`src/rtl/pcm_tx_pkg.sv`:
```
package pcm_tx_pkg;

    localparam int unsigned SAMPLE_W = 32;
    localparam int unsigned IX_W     = $clog2(SAMPLE_W);

    typedef enum logic [1:0] {
        WL_16  = 2'd0,
        WL_24  = 2'd1,
        WL_32  = 2'd2,
        WL_RSV = 2'd3
    } wlen_e;

    typedef struct packed {
        wlen_e wlen;
        logic  late_msb;
        logic  rjust;
        logic  lr_pol;
        logic  bck_pol;
    } txfmt_t;

    function automatic int unsigned word_bits(wlen_e code);
        case (code)
            WL_16:   return 16;
            WL_24:   return 24;
            default: return 32;
        endcase
    endfunction

    // Bit that belongs at slot position pos for the given format.
    function automatic logic slot_bit(txfmt_t f, logic [SAMPLE_W-1:0] w,
                                      int unsigned pos, int unsigned slot,
                                      logic carry);
        int unsigned n;
        logic [IX_W-1:0] ix;
        logic b;
        n  = word_bits(f.wlen);
        b  = 1'b0;
        ix = '0;
        if (f.rjust) begin
            if (pos + n >= slot) begin
                ix = IX_W'(slot - 1 - pos);
                b  = w[ix];
            end
        end else if (f.late_msb) begin
            if (pos == 0) begin
                b = carry;
            end else if (pos <= n) begin
                ix = IX_W'(n - pos);
                b  = w[ix];
            end
        end else if (pos < n) begin
            ix = IX_W'(n - 1 - pos);
            b  = w[ix];
        end
        return b;
    endfunction

endpackage

```
`src/rtl/pcm_tx_clk_track.sv`:
```
module pcm_tx_clk_track #(
    parameter int unsigned SLOT_BITS = 32,
    localparam int unsigned POS_W = $clog2(SLOT_BITS)
) (
    input  logic             clk,
    input  logic             rst,
    input  logic             bck_i,
    input  logic             lrck_i,
    input  logic             bck_pol_i,
    input  logic             lr_pol_i,
    output logic             launch_o,
    output logic             slot_start_o,
    output logic             frame_start_o,
    output logic             left_o,
    output logic [POS_W-1:0] pos_o
);

    localparam logic [POS_W-1:0] POS_LAST = POS_W'(SLOT_BITS - 1);

    logic             bck_q;
    logic             lrck_q;
    logic [POS_W-1:0] pos_q;

    // A launch edge is a bit-clock change that lands on the selected level.
    assign launch_o      = (bck_i != bck_q) && (bck_i == bck_pol_i);
    assign slot_start_o  = launch_o && (lrck_i != lrck_q);
    assign left_o        = (lrck_i == lr_pol_i);
    assign frame_start_o = slot_start_o && left_o;

    always_comb begin
        if (slot_start_o)
            pos_o = '0;
        else if (pos_q == POS_LAST)
            pos_o = pos_q;
        else
            pos_o = pos_q + POS_W'(1);
    end

    always_ff @(posedge clk) begin
        bck_q <= bck_i;
        if (rst) begin
            lrck_q <= 1'b0;
            pos_q  <= POS_LAST;
        end else if (launch_o) begin
            lrck_q <= lrck_i;
            pos_q  <= pos_o;
        end
    end

endmodule

```
`src/rtl/pcm_tx_pair_buf.sv`:
```
module pcm_tx_pair_buf
    import pcm_tx_pkg::*;
(
    input  logic                clk,
    input  logic                rst,
    input  logic                load_i,
    input  logic                left_i,
    input  logic                valid_i,
    input  logic [SAMPLE_W-1:0] left_w_i,
    input  logic [SAMPLE_W-1:0] right_w_i,
    output logic                ready_o,
    output logic                underflow_o,
    output logic [SAMPLE_W-1:0] word_o
);

    logic [SAMPLE_W-1:0] word_l;
    logic [SAMPLE_W-1:0] word_r;

    assign ready_o = load_i;

    always_comb begin
        if (load_i)
            word_o = valid_i ? left_w_i : '0;
        else
            word_o = left_i ? word_l : word_r;
    end

    always_ff @(posedge clk) begin
        if (rst) begin
            word_l      <= '0;
            word_r      <= '0;
            underflow_o <= 1'b0;
        end else if (load_i) begin
            word_l <= valid_i ? left_w_i  : '0;
            word_r <= valid_i ? right_w_i : '0;
            if (!valid_i)
                underflow_o <= 1'b1;
        end
    end

    AST_UFLOW_STICKY: assert property (@(posedge clk) disable iff (rst)
        underflow_o |=> underflow_o);
    AST_UFLOW_ON_MISS: assert property (@(posedge clk) disable iff (rst)
        (load_i && !valid_i) |=> underflow_o);

endmodule

```
`src/rtl/pcm_tx_shift_out.sv`:
```
module pcm_tx_shift_out
    import pcm_tx_pkg::*;
#(
    parameter int unsigned SLOT_BITS = 32,
    localparam int unsigned POS_W = $clog2(SLOT_BITS)
) (
    input  logic                clk,
    input  logic                rst,
    input  logic                run_i,
    input  logic                launch_i,
    input  logic                emit_i,
    input  txfmt_t              fmt_i,
    input  logic [SAMPLE_W-1:0] word_i,
    input  logic [POS_W-1:0]    pos_i,
    output logic                sd_o
);

    logic carry;
    logic next_bit;

    assign next_bit = slot_bit(fmt_i, word_i, 32'(pos_i), SLOT_BITS, carry);

    always_ff @(posedge clk) begin
        if (rst || !run_i) begin
            sd_o  <= 1'b0;
            carry <= 1'b0;
        end else if (launch_i) begin
            if (emit_i) begin
                sd_o <= next_bit;
                // Last slot bit: remember the LSB that spills into the next slot.
                if (32'(pos_i) == SLOT_BITS - 1)
                    carry <= (word_bits(fmt_i.wlen) == SLOT_BITS) ? word_i[0] : 1'b0;
            end else begin
                sd_o <= 1'b0;
            end
        end
    end

    AST_SD_ON_LAUNCH: assert property (@(posedge clk) disable iff (rst)
        (!$past(rst) && (sd_o != $past(sd_o))) |-> ($past(launch_i) || !$past(run_i)));
    AST_SD_GATED: assert property (@(posedge clk) disable iff (rst)
        !run_i |=> !sd_o);

endmodule

```
`src/rtl/pcm_serial_tx.sv`:
```
module pcm_serial_tx
    import pcm_tx_pkg::*;
#(
    parameter int unsigned SLOT_BITS = 32
) (
    input  logic        clk,
    input  logic        rst,
    input  logic        bck_i,
    input  logic        lrck_i,
    input  logic [1:0]  wlen_i,
    input  logic        late_msb_i,
    input  logic        rjust_i,
    input  logic        lr_pol_i,
    input  logic        bck_pol_i,
    input  logic        tx_en_i,
    input  logic        glb_en_i,
    input  logic        s_valid_i,
    output logic        s_ready_o,
    input  logic [31:0] s_left_i,
    input  logic [31:0] s_right_i,
    output logic        sd_o,
    output logic        underflow_o
);

    localparam int unsigned POS_W = $clog2(SLOT_BITS);

    txfmt_t              fmt_in;
    txfmt_t              fmt_act;
    txfmt_t              fmt_now;
    logic                run;
    logic                running;
    logic                launch;
    logic                slot_start;
    logic                frame_start;
    logic                in_left;
    logic                load;
    logic [POS_W-1:0]    pos;
    logic [SAMPLE_W-1:0] word_now;

    assign run = tx_en_i && glb_en_i;

    always_comb begin
        fmt_in.wlen     = wlen_e'(wlen_i);
        fmt_in.late_msb = late_msb_i;
        fmt_in.rjust    = rjust_i;
        fmt_in.lr_pol   = lr_pol_i;
        fmt_in.bck_pol  = bck_pol_i;
    end

    assign load    = run && frame_start;
    assign fmt_now = load ? fmt_in : fmt_act;

    pcm_tx_clk_track #(.SLOT_BITS(SLOT_BITS)) u_track (
        .clk           (clk),
        .rst           (rst),
        .bck_i         (bck_i),
        .lrck_i        (lrck_i),
        .bck_pol_i     (fmt_act.bck_pol),
        .lr_pol_i      (fmt_act.lr_pol),
        .launch_o      (launch),
        .slot_start_o  (slot_start),
        .frame_start_o (frame_start),
        .left_o        (in_left),
        .pos_o         (pos)
    );

    pcm_tx_pair_buf u_buf (
        .clk         (clk),
        .rst         (rst),
        .load_i      (load),
        .left_i      (in_left),
        .valid_i     (s_valid_i),
        .left_w_i    (s_left_i),
        .right_w_i   (s_right_i),
        .ready_o     (s_ready_o),
        .underflow_o (underflow_o),
        .word_o      (word_now)
    );

    pcm_tx_shift_out #(.SLOT_BITS(SLOT_BITS)) u_out (
        .clk      (clk),
        .rst      (rst),
        .run_i    (run),
        .launch_i (launch),
        .emit_i   (running || load),
        .fmt_i    (fmt_now),
        .word_i   (word_now),
        .pos_i    (pos),
        .sd_o     (sd_o)
    );

    // Format is shadowed: it follows the inputs while gated off and is
    // otherwise taken up only at a frame start.
    always_ff @(posedge clk) begin
        if (rst) begin
            fmt_act <= '0;
            running <= 1'b0;
        end else if (!run) begin
            fmt_act <= fmt_in;
            running <= 1'b0;
        end else if (frame_start) begin
            fmt_act <= fmt_in;
            running <= 1'b1;
        end
    end

    AST_READY_GATED: assert property (@(posedge clk) disable iff (rst)
        s_ready_o |-> (tx_en_i && glb_en_i));
    AST_READY_PULSE: assert property (@(posedge clk) disable iff (rst)
        s_ready_o |=> !s_ready_o);
    AST_READY_AT_SLOT: assert property (@(posedge clk) disable iff (rst)
        s_ready_o |-> slot_start);
    AST_FMT_HOLD: assert property (@(posedge clk) disable iff (rst)
        (run && !frame_start) |=> $stable(fmt_act));

endmodule

```
`config.mk`:
```
export PLATFORM = sky130hd
export DESIGN_NAME = pcm_serial_tx
export DESIGN_NICKNAME = d
export VERILOG_FILES = /design/src/rtl/pcm_tx_pkg.sv /design/src/rtl/pcm_tx_clk_track.sv /design/src/rtl/pcm_tx_pair_buf.sv /design/src/rtl/pcm_tx_shift_out.sv /design/src/rtl/pcm_serial_tx.sv
export SDC_FILE = /design/constraint.sdc
export NUM_CORES = 1
export LEC_CHECK = 0
export ABC_AREA = 1
export BUFFER_PORTS_ARGS = -buffer_cell sky130_fd_sc_hd__buf_4
export CAP_MARGIN = 30
export CORE_MARGIN = 2
export CORE_UTILIZATION = 54
export DETAILED_ROUTE_END_ITERATION = 10
export PLACE_DENSITY = 0.83
export SLEW_MARGIN = 20
export SYNTH_ARGS = -nofsm -noshare
export SYNTH_HDL_FRONTEND = slang
export SYNTH_SLANG_ARGS = --single-unit
```
`constraint.sdc`:
```
create_clock -name clk -period 8.19 [get_ports clk]
set_input_delay 0.4095 -clock clk [delete_from_list [all_inputs] [get_ports clk]]
set_output_delay 0.4095 -clock clk [all_outputs]
set_load 0.01 [all_outputs]
```
==> Word-level counts from Yosys, hierarchy flattened <==
Cells that the tools add are included.
{ "totals": {"regBits": 81, "in_bits": 77, "word_cells": 78} }
{ "op_classes": {"addsub": 6, "n_lt_le_gt_ge": 6, "eq_ne": 9, "mux": 28, "bitwise": 2, "reduce_logical": 13} }
{ "op_table": {"columns": ["cell", "n"], "rows": [
  ["32-bit two-way mux", 8],
  ["32-bit by 6-bit == test with 1-bit output (second input constant)", 1],
  ["32-bit by 6-bit >= comparator with 1-bit output (second input constant)", 1],
  ["5-bit by 6-bit < comparator with 1-bit output (second input constant)", 3],
  ["6-bit two-way mux", 3],
  ["1-bit binary-select mux with 5-bit select", 3],
  ["6-bit one-hot mux with 2 select lines", 1],
  ["1-bit two-way mux", 11],
  ["5-bit == test (second input constant)", 2],
  ["5-bit two-way mux", 2],
  ["5-bit subtractor", 2],
  ["5-bit by 6-bit adder with 7-bit output", 1],
  ["5-bit by 6-bit less-or-equal comparator with 1-bit output", 1],
  ["5-bit by 6-bit < comparator with 1-bit output", 1],
  ["5-bit by 1-bit adder with 5-bit output (second input constant)", 1],
  ["1-bit logical AND", 5],
  ["5-bit logical NOT", 1],
  ["5-bit by 1-bit subtractor with 5-bit output (second input constant)", 1],
  ["5-bit subtractor (first input constant)", 1],
  ["3-bit AND reduction", 1],
  ["1-bit == test", 2],
  ["2-bit by 1-bit == test with 1-bit output (second input constant)", 1],
  ["2-bit logical NOT", 1],
  ["1-bit logical OR", 2],
  ["other kinds (6)", 8]
]} }

==> Longest topological paths before layout <==
{ "depth": {"depth_word": 16, "ltp_mapped": 23, "mapped_depth_nobuf": 22} }

==> Cells and area by module <==
From an unflattened synthesis, not the netlist that was laid out.
{ "unflattened": {"cells_unflattened": 878, "area_unflattened_um2": 5565.3} }
{ "modules_own_cells": {"columns": ["mod", "instances", "cells_per_inst", "area_per_inst_um2", "seq_area_each_um2"], "rows": [
  ["pcm_tx_pair_buf", 1, 493, 3488.3, 1301.2],
  ["pcm_tx_shift_out", 1, 247, 1213.7, 40.0],
  ["pcm_tx_clk_track", 1, 77, 460.4, 140.1],
  ["pcm_serial_tx", 1, 61, 402.9, 140.1]
]} }

==> Least setup slack after synthesis <==
No wires, ideal clock.
{ "synth_timing": {"path_kind": "input to register", "startpoint": "in bck_i", "endpoint": "reg u_out.sd_o", "arrival_ns": 2.854, "required_time_ns": 8.074, "path_slack_ns": 5.220, "cell_stages": 19, "n_path_buf": 0, "cell_sequence": "inv_1 > nand2_1 > nand2_1 > nand2_2 > nor2_4 > nand3_2 > or2_2 > o21ai_2 > inv_1 > nor3_1 > ha_1 > inv_1 > fa_1 > o21ai_0 > o221ai_1 > nand3_1 > a21oi_1 > nand2_1 > a21oi_1"} }
{ "synth_between": {"elab_chain_len": 16, "elab_cells_between_ends": 35, "classes_between": "add/sub (5); order compare (3); eq/ne (3); mux (17); reduce/logical (7)"} }
{ "synth_rtl": {"columns": ["element", "line_no", "source"], "rows": [
  ["from (decl)", "pcm_serial_tx.sv:8", "input logic bck_i,"],
  ["1-bit inequality test / 1-bit == test (equally long branches)", "pcm_tx_clk_track.sv:25", "assign launch_o = (bck_i != bck_q) && (bck_i == bck_pol_i);"],
  ["1-bit logical AND (*)", "pcm_tx_clk_track.sv:25", null],
  ["1-bit logical AND", "pcm_tx_clk_track.sv:26", "assign slot_start_o = launch_o && (lrck_i != lrck_q);"],
  ["1-bit logical AND", "pcm_tx_clk_track.sv:28", "assign frame_start_o = slot_start_o && left_o;"],
  ["1-bit logical AND", "pcm_serial_tx.sv:50", "assign load = run && frame_start;"],
  ["6-bit two-way mux", "pcm_serial_tx.sv:51", "assign fmt_now = load ? fmt_in : fmt_act;"],
  ["2-bit by 1-bit == test with 1-bit output / 2-bit logical NOT (equally long branches)", "pcm_tx_pkg.sv:22", "case (code)"],
  ["6-bit one-hot mux with 2 select lines", "pcm_tx_pkg.sv:22", null],
  ["5-bit by 1-bit subtractor with 5-bit output / 5-bit subtractor (equally long branches)", "pcm_tx_pkg.sv:52, pcm_tx_pkg.sv:48", null],
  ["5-bit subtractor / 1-bit binary-select mux with 5-bit select (equally long branches)", "pcm_tx_pkg.sv:52, pcm_tx_pkg.sv:49", null],
  ["1-bit binary-select mux with 5-bit select / 1-bit two-way mux (equally long branches)", "pcm_tx_pkg.sv:53, pcm_tx_pkg.sv:49", null],
  ["1-bit two-way mux, on equally long branches", "pcm_tx_pkg.sv:53, pcm_tx_pkg.sv:47", null],
  ["1-bit two-way mux, on equally long branches", "pcm_tx_pkg.sv:51, pcm_tx_pkg.sv:45", null],
  ["1-bit two-way mux", "pcm_tx_pkg.sv:44", "end else if (f.late_msb) begin"],
  ["1-bit two-way mux", "pcm_tx_pkg.sv:39", "if (f.rjust) begin"],
  ["1-bit two-way mux", "pcm_tx_shift_out.sv:28", "if (emit_i) begin"],
  ["to (signal assigned)", "pcm_tx_shift_out.sv:29", "sd_o <= next_bit;"],
  ["to (decl)", "pcm_tx_shift_out.sv:15", "output logic sd_o"]
]} }
Every way passes the cells marked *; elsewhere a longest branch is shown, timed or not. The select of a mux whose other input is x is not followed.
A chain may end at the register's enable or synchronous reset.

==> Worst setup path in the final report <==
{ "layout_timing": {"startpoint": "reg u_track.bck_q", "endpoint": "reg u_out.sd_o"} }
{ "layout_between": {"elab_chain_len": 16, "elab_cells_between_ends": 34, "classes_between": "add/sub (5); order compare (3); eq/ne (2); mux (17); reduce/logical (7)"} }
{ "layout_rtl": {"columns": ["element", "line_no", "source"], "rows": [
  ["from (decl)", "pcm_tx_clk_track.sv:20", "logic bck_q;"],
  ["from (signal assigned)", "pcm_tx_clk_track.sv:40", "bck_q <= bck_i;"],
  ["1-bit inequality test (*)", "pcm_tx_clk_track.sv:25", null],
  ["1-bit logical AND (*)", "pcm_tx_clk_track.sv:25", null],
  ["1-bit logical AND", "pcm_tx_clk_track.sv:26", null],
  ["1-bit logical AND", "pcm_tx_clk_track.sv:28", null],
  ["1-bit logical AND", "pcm_serial_tx.sv:50", null],
  ["6-bit two-way mux", "pcm_serial_tx.sv:51", null],
  ["2-bit by 1-bit == test with 1-bit output / 2-bit logical NOT (equally long branches)", "pcm_tx_pkg.sv:22", null],
  ["6-bit one-hot mux with 2 select lines", "pcm_tx_pkg.sv:22", null],
  ["5-bit by 1-bit subtractor with 5-bit output / 5-bit subtractor (equally long branches)", "pcm_tx_pkg.sv:52, pcm_tx_pkg.sv:48", null],
  ["5-bit subtractor / 1-bit binary-select mux with 5-bit select (equally long branches)", "pcm_tx_pkg.sv:52, pcm_tx_pkg.sv:49", null],
  ["1-bit binary-select mux with 5-bit select / 1-bit two-way mux (equally long branches)", "pcm_tx_pkg.sv:53, pcm_tx_pkg.sv:49", null],
  ["1-bit two-way mux, on equally long branches", "pcm_tx_pkg.sv:53, pcm_tx_pkg.sv:47", null],
  ["1-bit two-way mux, on equally long branches", "pcm_tx_pkg.sv:51, pcm_tx_pkg.sv:45", null],
  ["1-bit two-way mux", "pcm_tx_pkg.sv:44", null],
  ["1-bit two-way mux", "pcm_tx_pkg.sv:39", null],
  ["1-bit two-way mux", "pcm_tx_shift_out.sv:28", null]
]} }
Marks and branches as above.

==> metrics.txt <==
status finished clean; FF+latch area 1622 µm²; fillers 866; Worst Path Max Fanout 36; DP HPWL 9245 µm; YS warnings 0; share of layout cells above drive strength 1 13.37%; Comb pwr share 37.2%; relative max-transition margin 37.63%; crit start category flop; RSZ-0062 raised after global routing no; Final Hold Viols 0; final worst-path cycle share 46.55%; Global Route met2 Usage 44.49%; via count 5380; Setup violations, final 0; first-pass GRT wire length 22420 µm; sequential share of the synthesized area 32.53%; Bufs on Longest Clock Path 2; synth-to-layout area growth 15.61%; syn_nets 886; CP Buf/Inv Count 3; most used cell, CP nand2_1; Yosys reg bits 81; Switch Pwr 455.0 µW; flop2flop setup slack 4380 ps; Setup TNS 0 ps; Detail Route Antenna Nets 0; VDD IR max 114.8 µV; worst path required time 8490 ps; Worst path depth 22; die area 10020 µm²; Min-Delay Path Class in2reg; # rows 35; Top Family by Delay on Critical Path simple AND/OR/NAND/NOR gates; Pleak 2.503 nW; cts hold-fix bufs 0; final wirelength 13190 µm; CORE AREA 9109 µm²; worst r2r dst u_out.sd_o$_SDFFE_PP0P_; cell internal pwr 761.3 µW; Slowest-stage cell, CP nor2_4; met3 usage 4.387%; die height 100.1 µm; CP Capture Type flop; Die X 100.1 µm; crit path kind reg2reg; switching portion of total power 37.41%; Worst Reg-to-Reg Cells 22; sequential share of power 33.7%; post-route cell area 5763 µm²; Sink Count 81; worst reg2reg path startpoint u_track.bck_q$_DFF_P_; worst-margin pin slew 935.5 ps; htree depth 3; Antenna diodes 0; Final nets 928; Arrival @ worst endpoint 4110 ps; footprint of the multi-input gates 2867 µm²; Pre-Repair DR Iteration Count 5; antenna violations before repair 0; 1st-iter DRT viols 338; Cell variety after synth 33; TritonCTS Buffers 9; max cap viols 0; cell count after synthesis 799; Synth Cell Area 4985 µm²; Initial Util 54.73%; GRT Total Usage 27.14%; Clk pwr share 29.1%; clk root buf clkbuf_8; critical path launch point u_track.bck_q$_DFF_P_; CTS tree built; area post-placement 5517 µm²; largest net degree at the start of global routing 99; Syn Area/Cell 6.239 µm²; met1 Use GR 36.18%; WL per Instance 13.80 µm; busiest grt layer met2; Final GP Congestion 0.9185; # IOs 80; vias in the first global route 5008; fmax 262.3 MHz; routed vias/inst 5.628; total congestion overflow 0; pwr dens 211.1 nW/µm²; Buffers on Ports 79; count of final max-slew check failures 0; clk_lat worst skew 360 ps; Largest stage delay, worst path 650 ps; post-route minimum period 3812 ps; Post-CTS Setup Bufs 0; Setup crit end u_out.sd_o$_SDFFE_PP0P_; Reg clk slew, reported paths 90 ps; Remaining DRCs 0; Worst Skew 12.63 ps; CP Cell Sequence inv_1 > nand2_1 > nand2_1 > nand2_2 > nor2_4 > nand3_4 > or2_2 > o21ai_2 > inv_1 > nor3_1 > ha_1 > xor2_1 > inv_1 > nand3_1 > nand2_1 > nand2_1 > nand3_1 > nand2_1 > nand2_1 > nand2_1 > nand2_1 > a21oi_1; post-cts sizing count 0
## cell families after synthesis
group	share of synthesized area (%)
DFF	32.53
xor gates and xnor gates	0.7029
AOI/OAI and AO/OA	14.53
adders and majority gates	2.661
buffers and inverters	10.32
and+or+nand+nor	39.26
## how the worst min path moves through the flow
stage | from | endpoint | slack (ps) | cells after the start
finish | bck_i | u_track.bck_q$_DFF_P_ | 170 | 1
global route | bck_i | u_track.bck_q$_DFF_P_ | 160 | 1
CTS | bck_i | u_track.bck_q$_DFF_P_ | 160 | 1
detailed placement | u_buf.word_l[26]$_SDFFE_PP0P_ | u_buf.word_l[26]$_SDFFE_PP0P_ | 460 | 2
global placement | u_buf.underflow_o$_SDFFE_PP0P_ | u_buf.underflow_o$_SDFFE_PP0P_ | 450 | 1
floorplan | running$_SDFFE_PP0P_ | running$_SDFFE_PP0P_ | 440 | 2
## synthesized netlist by cell type (all sizes together)
library cell	count	share of area [%]
a22oi	15	2.3
or2	3	0.38
nor2	33	2.8
ha	9	2.3
nand2	245	18
o21a	1	0.15
inv	70	5.3
o22ai	1	0.13
nand3b	2	0.30
a21oi	66	6.6
o21bai	1	0.15
o21ai	48	4.9
xnor2	2	0.35
clkinv	1	0.075
o221ai	1	0.18
buf	19	2.4
nor3	3	0.30
clkbuf	34	2.6
nand3	127	13
a21o	1	0.15
fa	1	0.40
dfxtp	81	33
nand4	33	4.1
xor2	2	0.35
## sequential cells by signal, indices dropped and copies added (netlist names), 5 cells and up
signal / flops
u_track.pos_q: 5
u_buf.word_r: 32
fmt_act: 6
u_buf.word_l: 32
## cells in the final DEF, fill, tap and decap left out
cell type,Yosys,final
nand2_1,244,243
nand3_1,126,126
buf_4,1,83
dfxtp_1,81,81
inv_1,66,66
a21oi_1,66,66
o21ai_0,46,46
nand4_1,33,33
nor2_1,31,30
a22oi_1,15,15
ha_1,9,9
clkbuf_8,0,9
inv_2,4,4
nor2_4,2,3
or2_2,3,3
nor3_1,3,3
bufinv_16,0,3
xnor2_1,2,2
nand2_2,1,2
nand3b_1,2,2
xor2_1,2,2
clkinv_2,0,2
clkinv_1,1,1
nand3_4,0,1
o21ai_2,1,1
o21bai_1,1,1
o21ai_1,1,1
o22ai_1,1,1
a21o_1,1,1
o221ai_1,1,1
o21a_1,1,1
fa_1,1,1
clkinvlp_4,0,1
buf_8,0,1
## worst reg2reg max path: cells and delay by family (launching register included)
kind | cells | cell delay (ps)
AO/OA/AOI/OAI | 2 | 240
XOR/XNOR | 1 | 300
adder cells (fa/ha/maj) | 1 | 350
buffers and inverters | 3 | 320
flip-flops | 1 | 320
AND/OR/NAND/NOR | 15 | 2230
## per-stage QoR
stage	setup WS [ps]	power, mW	hold WS, ps	std cells	utilization, %
final	4378	1.216	165.9	956	63.27
after global routing	3913	1.291	156.9	956	63.27
after CTS	4393	1.209	158.7	955	63.10
after detailed placement	4176	0.8608	455.3	940	60.56
after global placement	4373	0.8503	450.2	940	60.56
after floorplan	5220	0.7514	435.6	799	-
## metal layers
| layer | vias to the layer above | part of all wire [%] |
|---|---|---|
| met1 | 2433 | 45 |
| met4 | 0 | 2.4 |
| met3 | 28 | 6.3 |
| met5 | - | 0 |
| met2 | 191 | 46 |
| li1 | 2728 | - |
## power groups by stage
stage                     combinational, mW  sequential [mW]  clock, mW
after floorplan                       0.335            0.417          0
after global placement                0.432            0.418          0
after detailed placement              0.442            0.419          0
after CTS                             0.446            0.410      0.354
after global routing                  0.510            0.411      0.370
final                                 0.453            0.410      0.354
## final cells by class
cell class,instances,share of cell area (%)
multi-input cells,594,49.74
flip-flops and latches,81,28.14
repair buffers,84,11.07
inverters,71,4.624
well taps,111,2.410
clock buffers,9,2.149
clock inverters,6,1.867
Power figures use the tool's default switching activity.
